## src/rtl/exc_seq_pkg.sv

```systemverilog
package exc_seq_pkg;
  localparam int AXES = 3;

  typedef logic [1:0] phase_t;
  typedef logic [AXES-1:0] sel_t;

  // phase to one-hot axis select; phases at or above AXES are idle
  function automatic sel_t phase_to_sel(phase_t ph);
    sel_t s;
    s = '0;
    if (int'(ph) < AXES) s[ph] = 1'b1;
    return s;
  endfunction
endpackage

```

## src/rtl/exc_prescale.sv

```systemverilog
module exc_prescale #(
  parameter int DIV = 80000
) (
  input  logic clk,
  input  logic rst,
  input  logic en,
  output logic tick
);
  localparam int CW = (DIV > 2) ? $clog2(DIV) : 1;
  localparam logic [CW-1:0] LAST = CW'(DIV - 1);

  logic [CW-1:0] cnt;
  logic          at_last;

  assign at_last = (cnt == LAST);
  assign tick    = en && at_last;

  always_ff @(posedge clk) begin
    if (rst)       cnt <= '0;
    else if (tick) cnt <= '0;
    else if (en)   cnt <= cnt + 1'b1;
  end
endmodule

```

## src/rtl/exc_phase_div.sv

```systemverilog
module exc_phase_div
  import exc_seq_pkg::*;
(
  input  logic   clk,
  input  logic   rst,
  input  logic   adv,
  output phase_t phase
);
  always_ff @(posedge clk) begin
    if (rst)      phase <= '0;
    else if (adv) phase <= phase + 1'b1;
  end
endmodule

```

## src/rtl/exc_slot_decode.sv

```systemverilog
module exc_slot_decode
  import exc_seq_pkg::*;
(
  input  logic   clk,
  input  logic   rst,
  input  phase_t phase,
  input  logic   adv,
  output sel_t   sel,
  output logic   start
);
  logic adv_d;
  logic first;

  always_ff @(posedge clk) begin
    if (rst) begin
      sel   <= '0;
      start <= 1'b0;
      adv_d <= 1'b0;
      first <= 1'b1;
    end else begin
      sel   <= phase_to_sel(phase);
      adv_d <= adv;
      start <= adv_d | first;
      first <= 1'b0;
    end
  end
endmodule

```

## src/rtl/exc_sequencer.sv

```systemverilog
module exc_sequencer
  import exc_seq_pkg::*;
#(
  parameter int TICK_DIV = 80000
) (
  input  logic       clk,
  input  logic       rst,
  input  logic       en,
  output logic [2:0] axis_sel,
  output logic       sq_fast,
  output logic       sq_slow,
  output logic       slot_start
);
  logic   tick;
  phase_t phase;
  sel_t   sel;

  exc_prescale #(.DIV(TICK_DIV)) u_pre (
    .clk(clk), .rst(rst), .en(en), .tick(tick)
  );

  exc_phase_div u_div (
    .clk(clk), .rst(rst), .adv(tick), .phase(phase)
  );

  exc_slot_decode u_dec (
    .clk(clk), .rst(rst), .phase(phase), .adv(tick),
    .sel(sel), .start(slot_start)
  );

  assign axis_sel = sel;
  assign sq_fast  = phase[0];
  assign sq_slow  = phase[1];
endmodule

```

## config.mk

```make
export PLATFORM = sky130hd
export DESIGN_NAME = exc_sequencer
export DESIGN_NICKNAME = d
export VERILOG_FILES = /design/src/rtl/exc_seq_pkg.sv /design/src/rtl/exc_prescale.sv /design/src/rtl/exc_phase_div.sv /design/src/rtl/exc_slot_decode.sv /design/src/rtl/exc_sequencer.sv
export SDC_FILE = /design/constraint.sdc
export NUM_CORES = 1
export LEC_CHECK = 0
export ABC_CLOCK_PERIOD_IN_PS = 2200
export BUFFER_PORTS_ARGS = -buffer_cell sky130_fd_sc_hd__buf_2
export CAP_MARGIN = 20
export CORE_MARGIN = 2
export CORE_UTILIZATION = 46
export DETAILED_ROUTE_END_ITERATION = 8
export PLACE_DENSITY = 0.69
export SLEW_MARGIN = 5
export SYNTH_ARGS = -nofsm -noshare
export SYNTH_HDL_FRONTEND = slang
export SYNTH_SLANG_ARGS = --single-unit
```

## constraint.sdc

```tcl
create_clock -name clk -period 2.2 [get_ports clk]
set_input_delay 0.44 -clock clk [delete_from_list [all_inputs] [get_ports clk]]
set_output_delay 0.44 -clock clk [all_outputs]
set_load 0.01 [all_outputs]
```

==> impl_results.md <==
- Status: completed
- Yosys top cell by area: dfxtp_1
- Synth Area in XOR/XNOR: 0.115
- Max VDD drop: 0.363 mV
- Crit path kind: reg -> reg
- Antenna Cells: 0
- DRC: 0
- Reg clk slew, reported paths: 140 ps
- Avg WL per Cell: 11.9 um
- Gr ovfl total: 0
- Fin crit period: 1700 ps
- Most frequent cell after synthesis: dfxtp_1
- Min-Delay Path Class: in -> reg
- Core Footprint: 0.00250 mm^2
- Buffers & Inverters on Critical Path: 0
- Main synth FF type: dfxtp_1
- Adder-cell share of the synthesized area: 0.0515
- Footprint of the multi-input gates: 663 um^2
- Worst Path Required: 2420 ps
- Setup tns final: 0 ps
- # resized after CTS: 0
- Die Height: 55.4 um
- Worst path arrival time: 1920 ps
- CTS Buf Count: 3
- Most used routing layer: met2
- Hold endpoint: u_dec.first
- Drt via density: 5.11
- Mux share of post-synthesis cell area: 0.0175
- Synth async-reset ratio: 0
- Hold-fix buffers, CTS: 0
- Met1 GRT Util: 0.167
- Via Count: 797
- GRT met2 Usage: 0.211
- Vias in the first global route: 779
- Final total power: 0.000704 W
- Final Max Slew Viols: 0
- Storage cell area: 500 um^2
- DRT iter0 DRCs: 11
- Crit-path max FO: 5
- Fin area: 0.00130 mm^2
- First-pass GRT wire length: 3240 um
- Post-synthesis cell count: 117
- CTS tree: yes
- GPL Wtd Cong: 0.738
- Endpoints failing setup: 0
- Yosys top cell area share: 0.412
- Seq/Total Area, Yosys: 0.412
- Final period utilization: 0.773
- Compound-Gate Fraction of Synth Area: 0.0134
- Largest net degree at the start of global routing: 17
- H-tree depth: 1
- Worst setup SP type: flip-flop
- Yosys warns: 0
- Clock Latency Late Sink: 320 ps
- Unrepaired setup endpoints after global routing: false
- Io pins: 9
- Reg2reg start: u_pre.cnt[0]
- Antenna Violating Nets Remaining: 0
- GRT Total Usage: 0.132
- Cell Area, Synth: 0.00121 mm^2
- CP top delay family: simple AND/OR/NAND/NOR gates
- Synth Area in Simple Gates: 0.348
- Final Util: 0.519
- Synth Register Bits: 25
- Unique masters post-synth: 27
- CTS Sinks: 25
- Core Rows: 18
- Die X-Extent: 55.4 um
- Worst Tran Pin Value: 367 ps
- Share of cells above drive strength 1: 0.222
- Slowest-stage cell, CP: dfxtp_1
- Setup crit end kind: flip-flop
- Number of enable flip-flop cells after synthesis: 0
- Initial antenna violation count: 0
- Synth-to-Final Area Change: 6.91%
- Slew Limit Headroom: 0.755
- Port Buf Inserts: 8
- Reg2reg end: u_div.phase[0]
- Commonest cells in the netlist: dfxtp_1, nor2_1, xnor2_1
- Avg Inst Size Synth: 10.4 um^2
- Crit path cell chain: ha_1 -> nand3_4 -> nor2_1 -> and3_1 -> mux2_1
- Hpwl dp: 1370 um
- Die Area: 0.00307 mm^2
- Final setup skew: 5.11 ps
- FMAX: 588 MHz
- Pwr per Cell Area: 543 mW/mm^2
- DRT Pass-1 Iters: 4
- Met3 Track Usage GR: 0.0281
- Hold Fails Final Rpt: 0
- Leakage: 0.522 nW
- Largest family of logic cells by synthesized area: simple AND/OR/NAND/NOR gates
- Max clock buf depth: 2
- Reg2reg setup slack: 500 ps
- Placed Area: 0.00127 mm^2
- Crit path depth: 5
- Max-cap violations: 0
- Worst Min Path Start: rst
- Post-CTS Repair Setup Buffers: 0
- Fill cell count: 231
- FF-to-FF path depth: 5
- CTS root buffer: clkbuf_4
- Worst path max stage delay: 440 ps
- Initial Util: 0.485
- Hold Crit Depth: 1
- Fin nets: 135
- Syn Nets: 125
- Top cells by area, synth: dfxtp_1, xnor2_1, nor2_1
- WL final: 1860 um
layer usage:
layer	vias to the layer above	part of all wire	wire length (um)
met1	371	0.51	944
met3	4	0.029	53
met5	-	0	0
met4	0	0.015	27
met2	12	0.45	830
li1	410	-	-
registers in the layout, summed over array words and instances, names as in the netlist:
signal	cells
u_div.phase	2
u_dec.sel	3
u_dec.adv_d	1
u_dec.first	1
u_pre.cnt	17
u_dec.start	1
how the worst max path moves through the flow:
stage / end / startpoint
finish: u_div.phase[0] / u_pre.cnt[0]
global route: u_div.phase[0] / u_pre.cnt[0]
CTS: u_div.phase[0] / u_pre.cnt[0]
detailed placement: u_div.phase[0] / u_pre.cnt[0]
global placement: u_div.phase[0] / u_pre.cnt[0]
floorplan: u_div.phase[0] / u_pre.cnt[0]
through the flow:
stage / cells / hold slack (ps) / setup WS [ps]
after floorplan: 117 / 411 / 663
after global placement: 152 / 420 / 591
after detailed placement: 152 / 438 / 532
after CTS: 156 / 317 / 509
after global routing: 156 / 315 / 372
final: 156 / 331 / 500
layout make-up:
type | count | area share
well taps | 30 | 0.0289
clock buffers | 3 | 0.0174
inverters | 5 | 0.0145
multi-input cells | 83 | 0.511
clock inverters | 1 | 0.00579
repair buffers | 9 | 0.0366
flip-flops and latches | 25 | 0.386
report_power, final:
group	switching, W	internal, W	total [W]
logic	0.0000169	0.0000106	0.0000275
registers	0.00000634	0.000460	0.000466
clock network	0.000141	0.0000696	0.000211
total	0.000164	0.000540	0.000704
layout by cell type (no fill, tap or decap):
master	instances
dfxtp_1	25
nor2_1	23
xnor2_1	12
buf_2	8
inv_1	5
nand4_1	5
nand2_1	5
ha_1	5
nor4_4	4
xor2_1	4
nor4_2	3
and2_1	3
nor3_1	3
clkbuf_4	3
and3_1	2
nand4_4	2
nor2_2	2
nor2b_1	2
nand3_1	1
nand3_4	1
nor4b_2	1
nand4_2	1
mux2_1	1
a31o_2	1
o31ai_1	1
mux2i_1	1
clkinvlp_4	1
buf_4	1
kinds of logic (layout without fill, tap and decap cells):
group / Yosys count / count (layout)
and+or+nand+nor: 58 / 58
DFF: 25 / 25
xor gates and xnor gates: 16 / 16
buffers and inverters: 9 / 18
adders and majority gates: 5 / 5
AOI/OAI and AO/OA: 2 / 2
muxes: 2 / 2
worst reg2reg max path, stage by stage (launching register included):
cell and delay [ps]:
dfxtp_1 440, ha_1 280, nand3_4 140, nor2_1 190, and3_1 230, mux2_1 320
No activity file was read; power rests on OpenSTA's default activity.
